## config.mk

```make
export PLATFORM = sky130hd
export DESIGN_NAME = half_width_formatter
export DESIGN_NICKNAME = d
export VERILOG_FILES = /design/src/rtl/fmt_out_pkg.sv /design/src/rtl/fmt_out_ctrl.sv /design/src/rtl/fmt_out_datapath.sv /design/src/rtl/half_width_formatter.sv
export SDC_FILE = /design/constraint.sdc
export NUM_CORES = 1
export LEC_CHECK = 0
export CELL_PAD_IN_SITES_DETAIL_PLACEMENT = 0
export CELL_PAD_IN_SITES_GLOBAL_PLACEMENT = 1
export CORE_ASPECT_RATIO = 2
export CORE_UTILIZATION = 48
export DETAILED_ROUTE_END_ITERATION = 8
export PLACE_DENSITY = 0.87
export SLEW_MARGIN = 20
export SYNTH_ARGS = -nofsm -noshare
export SYNTH_HDL_FRONTEND = slang
export SYNTH_HIERARCHICAL = 1
export SYNTH_SLANG_ARGS = --single-unit
```

## constraint.sdc

```tcl
create_clock -name clk -period 3.03 [get_ports clk]
set_input_delay 0.606 -clock clk [delete_from_list [all_inputs] [get_ports clk]]
set_output_delay 0.606 -clock clk [all_outputs]
set_load 0.01 [all_outputs]
```

## src/rtl/fmt_out_pkg.sv

```systemverilog
package fmt_out_pkg;

  // Output number coding, selected per sample
  typedef enum logic [1:0] {
    CODE_OFFSET = 2'b00,
    CODE_TWOS   = 2'b01,
    CODE_GRAY   = 2'b10,
    CODE_RSVD   = 2'b11
  } code_e;

  // Strobes handed from control to datapath once per sample clock
  typedef struct packed {
    logic  ddr;       // mode captured with the current sample
    code_e code;      // coding captured with the current sample
    logic  fillDone;  // first real word has reached the output stage
  } ctl_strobe_t;

endpackage

```

## src/rtl/fmt_out_ctrl.sv

```systemverilog
module fmt_out_ctrl
  import fmt_out_pkg::*;
#(
  parameter int LATENCY = 4
) (
  input  logic        clk,
  input  logic        rstN,
  input  logic        ddrSel,
  input  logic [1:0]  codeSel,
  output ctl_strobe_t strobes
);

  localparam int CNT_W = $clog2(LATENCY + 2);
  localparam logic [CNT_W-1:0] FILL_LAST = CNT_W'(LATENCY);

  logic [CNT_W-1:0] fillCnt;
  logic             ddrQ;
  code_e            codeQ;
  logic             fillQ;

  // Settings are sampled on the same edge as the data word, so both
  // enter the pipeline together and a word never mixes two settings.
  always_ff @(posedge clk or negedge rstN) begin
    if (!rstN) begin
      ddrQ    <= 1'b0;
      codeQ   <= CODE_OFFSET;
      fillCnt <= '0;
      fillQ   <= 1'b0;
    end else begin
      ddrQ  <= ddrSel;
      codeQ <= code_e'(codeSel);
      if (fillCnt != FILL_LAST) begin
        fillCnt <= fillCnt + 1'b1;
      end
      if (fillCnt == FILL_LAST) begin
        fillQ <= 1'b1;
      end
    end
  end

  always_comb begin
    strobes.ddr      = ddrQ;
    strobes.code     = codeQ;
    strobes.fillDone = fillQ;
  end

endmodule

```

## src/rtl/fmt_out_datapath.sv

```systemverilog
module fmt_out_datapath
  import fmt_out_pkg::*;
#(
  parameter int DATA_W  = 14,
  parameter int LATENCY = 4
) (
  input  logic              clk,
  input  logic              rstN,
  input  logic [DATA_W-1:0] sampleIn,
  input  ctl_strobe_t       strobes,
  output logic [DATA_W-1:0] dataOut,
  output logic              dataClk
);

  localparam int LANES = DATA_W / 2;
  localparam logic [DATA_W-1:0] MSB_MASK = {1'b1, {(DATA_W-1){1'b0}}};

  function automatic logic [DATA_W-1:0] oddPositions();
    logic [DATA_W-1:0] m;
    m = '0;
    for (int i = 1; i < DATA_W; i += 2) m[i] = 1'b1;
    return m;
  endfunction

  localparam logic [DATA_W-1:0] ODD_MASK = oddPositions();

  function automatic logic [DATA_W-1:0] encode(input logic [DATA_W-1:0] bin,
                                               input code_e code);
    case (code)
      CODE_TWOS: return bin ^ MSB_MASK;
      CODE_GRAY: return bin ^ (bin >> 1);
      default:   return bin;
    endcase
  endfunction

  logic [DATA_W-1:0] rawQ;
  logic [DATA_W-1:0] encWord;
  logic [DATA_W:0]   stageQ [LATENCY];   // {ddr flag, coded word}
  logic [DATA_W-1:0] outWord;
  logic              outDdr;
  logic [DATA_W-1:0] ddrView;

  // Capture stage: raw sample lines up with the control's captured settings
  always_ff @(posedge clk or negedge rstN) begin
    if (!rstN) rawQ <= '0;
    else       rawQ <= sampleIn;
  end

  assign encWord = encode(rawQ, strobes.code);

  // Delay line: each entry carries its own mode flag
  always_ff @(posedge clk or negedge rstN) begin
    if (!rstN) begin
      for (int s = 0; s < LATENCY; s++) stageQ[s] <= '0;
    end else begin
      stageQ[0] <= {strobes.ddr, encWord};
      for (int s = 1; s < LATENCY; s++) stageQ[s] <= stageQ[s-1];
    end
  end

  assign outDdr  = stageQ[LATENCY-1][DATA_W];
  assign outWord = stageQ[LATENCY-1][DATA_W-1:0];

  // Half-width lanes: odd bit while the clock is high, even bit while low
  for (genvar k = 0; k < LANES; k++) begin : g_lane
    assign ddrView[2*k]   = clk ? outWord[2*k+1] : outWord[2*k];
    assign ddrView[2*k+1] = 1'b0;
  end

  assign dataOut = outDdr ? ddrView : outWord;
  assign dataClk = clk & strobes.fillDone;


  always_comb begin
    if (rstN && outDdr) begin
      odd_lane_quiet_chk: assert ((dataOut & ODD_MASK) == '0);
    end
  end


  fill_zero_chk: assert property (@(posedge clk) disable iff (!rstN)
    !strobes.fillDone |-> stageQ[LATENCY-1] == '0);


  gray_step_chk: assert property (@(posedge clk) disable iff (!rstN)
    (strobes.code == CODE_GRAY && $past(strobes.code) == CODE_GRAY &&
     rawQ == DATA_W'($past(rawQ) + 1'b1))
    |-> $countones(encWord ^ $past(encWord)) == 1);


  twos_step_chk: assert property (@(posedge clk) disable iff (!rstN)
    (strobes.code == CODE_TWOS && $past(strobes.code) == CODE_TWOS &&
     rawQ == DATA_W'($past(rawQ) + 1'b1))
    |-> encWord == DATA_W'($past(encWord) + 1'b1));

endmodule

```

## src/rtl/half_width_formatter.sv

```systemverilog
module half_width_formatter
  import fmt_out_pkg::*;
#(
  parameter int DATA_W  = 14,
  parameter int LATENCY = 4
) (
  input  logic              clk,
  input  logic              rstN,
  input  logic [DATA_W-1:0] sampleIn,
  input  logic              ddrSel,
  input  logic [1:0]        codeSel,
  output logic [DATA_W-1:0] dataOut,
  output logic              dataClk
);

  ctl_strobe_t strobes;

  fmt_out_ctrl #(
    .LATENCY (LATENCY)
  ) i_ctrl (
    .clk     (clk),
    .rstN    (rstN),
    .ddrSel  (ddrSel),
    .codeSel (codeSel),
    .strobes (strobes)
  );

  fmt_out_datapath #(
    .DATA_W  (DATA_W),
    .LATENCY (LATENCY)
  ) i_datapath (
    .clk      (clk),
    .rstN     (rstN),
    .sampleIn (sampleIn),
    .strobes  (strobes),
    .dataOut  (dataOut),
    .dataClk  (dataClk)
  );

endmodule

```

# After elaboration in Yosys (flattened, before gate mapping)
# Index checks and enable logic that the tools add are counted.
# word_totals
regBits,81
inputBits,19
output_inout_bits,15
elab_cells,26
# op_classes
addsub,1
eq_ne,4
n_mux,9
bitwise,3
# ops
cell,count
case mux 14 bit (2 select lines),1
two-way mux 14 bit,1
XOR 14 x 13 -> 14 bit,1
two-way mux 1 bit,7
"adder 3 x 1 -> 3 bit, second input constant",1
"== test 3 bit, second input constant",1
"!= test 3 bit, second input constant",1
"== test 2 x 1 -> 1 bit, second input constant",1
"== test 2 bit, second input constant",1
AND 1 bit,1
NOT 1 bit,1

# Longest topological paths before layout
# Gate-level depths: netlist of run 1.
# depth
word_depth,2
ltp_mapped,6
mapped_depth_nobuf,4

# Hierarchy
# Netlist of run 1, hierarchy kept.
# by_module_without_submodules
mod,n_inst,cells_per_inst,area_each_um2,seq_area_each_um2
fmt_out_datapath,1,155,2456.1,1851.8
fmt_out_ctrl,1,20,275.3,175.2

==> impl_results.md, run 1 <==
- Status: complete, no violations
- Vias in the first global route: 1629
- Die height: 109 um
- Slew margin rel.: 37.0%
- N_diodes: 0
- Vias: 1467
- Critical path peak fanout: 2
- Reg2Reg Depth: 4
- Leak: 1.56 nW
- Largest net degree at the start of global routing: 82
- YS warnings: 6
- Peak VDD IR: 0.542 mV
- Global route total overflow: 0
- Syn_nets: 199
- Starting Density: 50.0%
- Total wire length: 3.56 mm
- Mapped Area: 2730 um^2
- Power Density: 744 nW/um^2
- Multi-input logic area: 671 um^2
- Met3 Wirelength: 190 um
- DR top layer: met4
- CP cell instances: clkbuf_8 > clkbuf_8 > and2_1 > clkdlybuf4s50_1
- CP Launch Point: clk
- First-pass GRT wire length: 6.56 mm
- Area delta synth->final: 25.0%
- Ys flop type: dfrtp_1
- Share of layout cells above drive strength 1: 16.1%
- HP Class: input pin to asynchronous set/reset pin
- Top cells by area, synth: dfrtp_1, nand4bb_1, nand3b_1
- Required @ worst endpoint: 2.42 ns
- Total GRT Usage: 15.4%
- Pwr Total: 2.54 mW
- Via density: 5.18
- Syn Area/Cell: 15.6 um^2
- Worst Path Arrival: 2.36 ns
- Max-cap viol count: 0
- Worst path slowest cell: clkdlybuf4s50_1
- CP Launch Type: clock port
- Clk_lat worst skew: 0.44 ns
- Max stage delay on crit path: 0.47 ns
- Hold Vio Cnt, Final: 0
- CTS tree: done
- Hold Slack: 0.294 ns
- Netlist cell types: 25
- Fin cells: 283
- Core area: 5470 um^2
- DP Area: 3090 um^2
- Crit. End Element: primary output
- FF+latch count, synth: 81
- R2R Setup Slk: 1.25 ns
- Pre-CTS WS: -0.000881 ns
- Final core occ: 62.4%
- Synth area leader: dfrtp_1
- Post-route cell area: 3410 um^2
- Fill cell count: 417
- Share of Yosys cell area claimed by the top area cell type: 74.2%
- Setup Crit Path Kind: clock port to primary output
- FF/Latch Area: 2030 um^2
- Placed cells: 261
- Reg2reg start: i_ctrl/codeQ[0]
- Initial antenna violation count: 0
- DR DRC count: 0
- Synthesized instance count: 175
- CP Capture Point: dataClk
- Port Buffers: 33
- Routed Antenna Nets: 0
- Die X: 55.3 um
- Commonest cells in the netlist: dfrtp_1, o21ai_0, nand3_1, nand3b_1, nand4bb_1
- Cell mode on critical path: clkbuf_8
- Clock skew: 0.00354 ns
- Final #Nets: 241
- IO Pins: 34
- R2R Path End: i_datapath/stageQ[46]
- Setup bufs post-CTS: 0
- Setup TNS: 0 ns
- Final worst slack: 0.0607 ns
- Gpl congestion: 0.695
- Pre-Repair DR Iteration Count: 4
- Drt initial violations: 24
- Post-synth EDFFs: 0
- DR WL/cell: 12.6 um
- Setup Viol. Count Final: 0
- Slew Limit Fails: 0
- Async SR Flop Fraction: 100%
- Worst-path clk slew: 0.07 ns
- Worst Tran Pin Value: 0.945 ns
- Full die area: 6010 um^2
- # rows: 38
- Wl on met1: 1.27 mm
- Top-count cell post-synth: dfrtp_1
- Met2 WL: 1.94 mm
- Hpwl dp: 2.12 mm
- Register area share after synthesis: 74.2%
- RSZ-0062 raised after global routing: false
repair_timing:
item                       CTS  global route
setup endpoints to repair    8             0
hold buffers                 0             0
resized for setup           43             0
registers in the layout, indices dropped and copies added, names as in the netlist:
name                count
i_ctrl/codeQ            2
i_ctrl/ddrQ             1
i_ctrl/fillCnt          3
i_ctrl/fillQ            1
i_datapath/outDdr       1
i_datapath/outWord     14
i_datapath/rawQ        14
i_datapath/stageQ      45
cells in the final DEF (no fill, tap or decap):
| master | n |
|---|---|
| inv_1 | 5 |
| clkinv_1 | 2 |
| nand2_4 | 1 |
| xnor2_1 | 1 |
| nand4bb_1 | 9 |
| nand2_1 | 1 |
| buf_6 | 7 |
| buf_4 | 1 |
| or2b_1 | 1 |
| nand2_2 | 1 |
| nor2b_1 | 5 |
| and2_1 | 1 |
| bufinv_16 | 2 |
| mux2_4 | 8 |
| dfrtp_1 | 81 |
| nand3b_1 | 12 |
| clkinv_2 | 1 |
| ha_1 | 5 |
| nor2_1 | 1 |
| and2b_1 | 3 |
| clkbuf_8 | 15 |
| nand3_1 | 12 |
| o21ai_0 | 14 |
| o211ai_1 | 1 |
| a21oi_1 | 1 |
| clkbuf_1 | 2 |
| o31ai_1 | 1 |
| or4bb_1 | 4 |
| clkdlybuf4s50_1 | 25 |
critical path, delay by kind of cell:
kind	cells	cell delay (ns)
buffers and inverters	3	0.73
AND/OR/NAND/NOR	1	0.12
metal layers:
| metal | vias up | track usage (%) |
|---|---|---|
| li1 | 684 | - |
| met1 | 720 | 13.4 |
| met2 | 50 | 23.1 |
| met3 | 13 | 7.24 |
| met4 | 0 | 18.8 |
| met5 | - | 0 |
report_power, final:
part	internal, mW	total [mW]	leakage [nW]	switching, mW
Clock	0.754	1.22	0.265	0.469
Combinational	0.0585	0.113	0.312	0.0541
Sequential	1.17	1.20	0.979	0.0332
Total	1.98	2.54	1.56	0.556
worst min path at each step:
stage | start | end | slack (ns) | cells past startpoint
finish | rstN | i_datapath/outWord[8] | 0.29 | 1
global route | i_datapath/stageQ[56] | i_datapath/stageQ[41] | 0.35 | 0
CTS | rstN | i_datapath/outWord[9] | 0.33 | 1
detailed placement | i_datapath/stageQ[16] | i_datapath/outWord[1] | 0.33 | 0
global placement | i_datapath/stageQ[27] | i_datapath/outWord[12] | 0.33 | 0
floorplan | rstN | i_ctrl/codeQ[0] | 0.31 | 0
layout make-up:
| cell class | count | share of cell area (%) |
|---|---|---|
| clock buffers | 25 | 8.87 |
| clock inverters | 5 | 2.13 |
| inverters | 5 | 0.550 |
| multi-input cells | 82 | 19.6 |
| flip-flops and latches | 81 | 59.4 |
| well taps | 60 | 2.20 |
| repair buffers | 25 | 7.26 |
logic make-up after synthesis:
kind of cell | share of synthesized area (%)
compound gates | 3.30
xor+xnor | 0.321
fa+ha+maj | 2.29
buf+inv | 2.38
flops | 74.2
mux | 3.44
simple gates | 14.1
Power figures use the tool's default switching activity.
==> inputs of run 2 (changes only) <==
--- a/config.mk
+++ b/config.mk
@@ -10,6 +10,7 @@
 export CORE_ASPECT_RATIO = 2
 export CORE_UTILIZATION = 48
 export DETAILED_ROUTE_END_ITERATION = 8
+export HOLD_SLACK_MARGIN = 0.12
 export PLACE_DENSITY = 0.87
 export SLEW_MARGIN = 20
 export SYNTH_ARGS = -nofsm -noshare
==> results of run 2 <==
Same layout as run 1: the final DEF is identical, and so are final timing and power.
==> inputs of run 3 (changes only) <==
--- a/config.mk
+++ b/config.mk
@@ -10,6 +10,7 @@
 export CORE_ASPECT_RATIO = 2
 export CORE_UTILIZATION = 48
 export DETAILED_ROUTE_END_ITERATION = 8
+export GPL_ROUTABILITY_DRIVEN = 0
 export HOLD_SLACK_MARGIN = 0.12
 export PLACE_DENSITY = 0.87
 export SLEW_MARGIN = 20
==> run 3 against run 2 <==
Against the previous run:
- setup slack got worse by 0.039 ns
- register-to-register slack barely moved
- critical path depth is 2 higher
- power grew 1.3%
- first-iteration DRC count is 29% higher
- non-clock buffer count is the same
- final cell count rose by 0.35%
==> impl_results.md, run 3 (synthesized netlist as in run 1, its figures left out) <==
- Status: complete, no violations
- Max-cap viol count: 0
- Hold-fix buffer count after cts: 0
- Top reg by flops: i_datapath/stageQ
- Cell mode on critical path: clkbuf_8
- Drt initial violations: 31
- Peak VDD IR: 0.665 mV
- Final worst slack: 0.0215 ns
- Share of layout cells above drive strength 1: 16.5%
- Vias: 1473
- IO Pins: 34
- Final #Nets: 242
- Pre-CTS WS: -0.000881 ns
- Port Buffers: 33
- RSZ-0062 raised after global routing: true
- CP cell instances: clkbuf_8 > clkbuf_8 > nand2_4 > clkbuf_8 > mux2_4 > buf_6
- DR WL/cell: 12.6 um
- Vias in the first global route: 1645
- Commonest non-fill, non-tap cells in the layout: dfrtp_1, clkdlybuf4s50_1, clkbuf_8, o21ai_0
- Area delta synth->final: 25.5%
- Hold Slack: 0.293 ns
- Slew Limit Fails: 0
- Via density: 5.19
- Pre-Repair DR Iteration Count: 4
- Pwr Total: 2.57 mW
- Core area: 5470 um^2
- Clk_lat worst skew: 0.45 ns
- Most common cell after layout, fill and taps aside: dfrtp_1
- Setup Crit Path Kind: clock port to primary output
- Total GRT Usage: 15.3%
- Initial antenna violation count: 0
- Final core occ: 62.7%
- Fin cells: 284
- Worst-path clk slew: 0.07 ns
- Die height: 109 um
- Routed Antenna Nets: 0
- Total wire length: 3.58 mm
- CP Launch Type: clock port
- Required @ worst endpoint: 2.42 ns
- HP Class: input pin to asynchronous set/reset pin
- Power Density: 751 nW/um^2
- Slew margin rel.: 37.0%
- Hpwl dp: 2.12 mm
- Leak: 1.56 nW
- Max reg flops: 45
- CTS tree: done
- # rows: 38
- Worst path slowest cell: mux2_4
- Worst Path Arrival: 2.40 ns
- Clock skew: 0.00364 ns
- Critical path peak fanout: 4
- DR DRC count: 0
- Largest net degree at the start of global routing: 82
- Hold Vio Cnt, Final: 0
- N_diodes: 0
- First-pass GRT wire length: 6.56 mm
- Max stage delay on crit path: 0.30 ns
- Crit. End Element: primary output
- Global route total overflow: 0
- Placed cells: 261
- Starting Density: 50.0%
- Setup Viol. Count Final: 0
- Worst Tran Pin Value: 0.945 ns
- Die X: 55.3 um
- Full die area: 6010 um^2
[run 3: final timing paths]
| kind | from | end | slack (ns) | cells after the start |
|---|---|---|---|---|
| setup / recovery | clk | dataOut[8] | 0.02 | 6 |
| max in group asynchronous | rstN | i_datapath/stageQ[32] | 2.12 | 1 |
| min in group clk | i_datapath/stageQ[42] | i_datapath/stageQ[27] | 0.35 | 0 |
| hold reg to reg | i_datapath/stageQ[42] | i_datapath/stageQ[27] | 0.35 | 0 |
| hold / removal | rstN | i_datapath/outWord[8] | 0.29 | 1 |
| setup reg to reg | i_ctrl/codeQ[0] | i_datapath/stageQ[46] | 1.24 | 4 |
[run 3: worst max-delay path, delay by kind of cell]
family / cells / cell delay [ns]
buffers and inverters: 4 / 0.52
multiplexers: 1 / 0.30
AND/OR/NAND/NOR: 1 / 0.06
[run 3: power breakdown]
group | internal [mW] | switching (mW)
sequential | 1.17 | 0.0333
clock | 0.782 | 0.474
combinational | 0.0585 | 0.0543
[run 3: final cells by class]
| type | count | area [um^2] |
|---|---|---|
| Clock buffer | 26 | 317 |
| Clock inverter | 5 | 72.6 |
| Fill cell | 416 | 2040 |
| Inverter | 5 | 18.8 |
| Multi-Input combinational cell | 82 | 671 |
| Sequential cell | 81 | 2030 |
| Tap cell | 60 | 75.1 |
| Timing Repair Buffer | 25 | 248 |
[run 3: timing repair]
item	in CTS	in global routing
buffers inserted	0	0
gates resized for setup	43	0
setup endpoints to repair	8	5
[run 3: per-layer routing]
layer / part of all wire (%) / global-route usage (%) / wire length [um]
met1: 36 / 13.4 / 1280
met5: 0 / 0 / 0
met2: 54 / 23.1 / 1950
met3: 5.3 / 6.88 / 190
met4: 4.4 / 18.8 / 159
[run 3: through the flow]
| stage | setup TNS, ns | instance area, um^2 |
|---|---|---|
| after CTS | 0 | 3430 |
| after global placement | -0.00594 | 3090 |
| final | 0 | 3430 |
| after global routing | -0.0246 | 3430 |
| after detailed placement | -0.00617 | 3090 |
| after floorplan | 0 | 2730 |
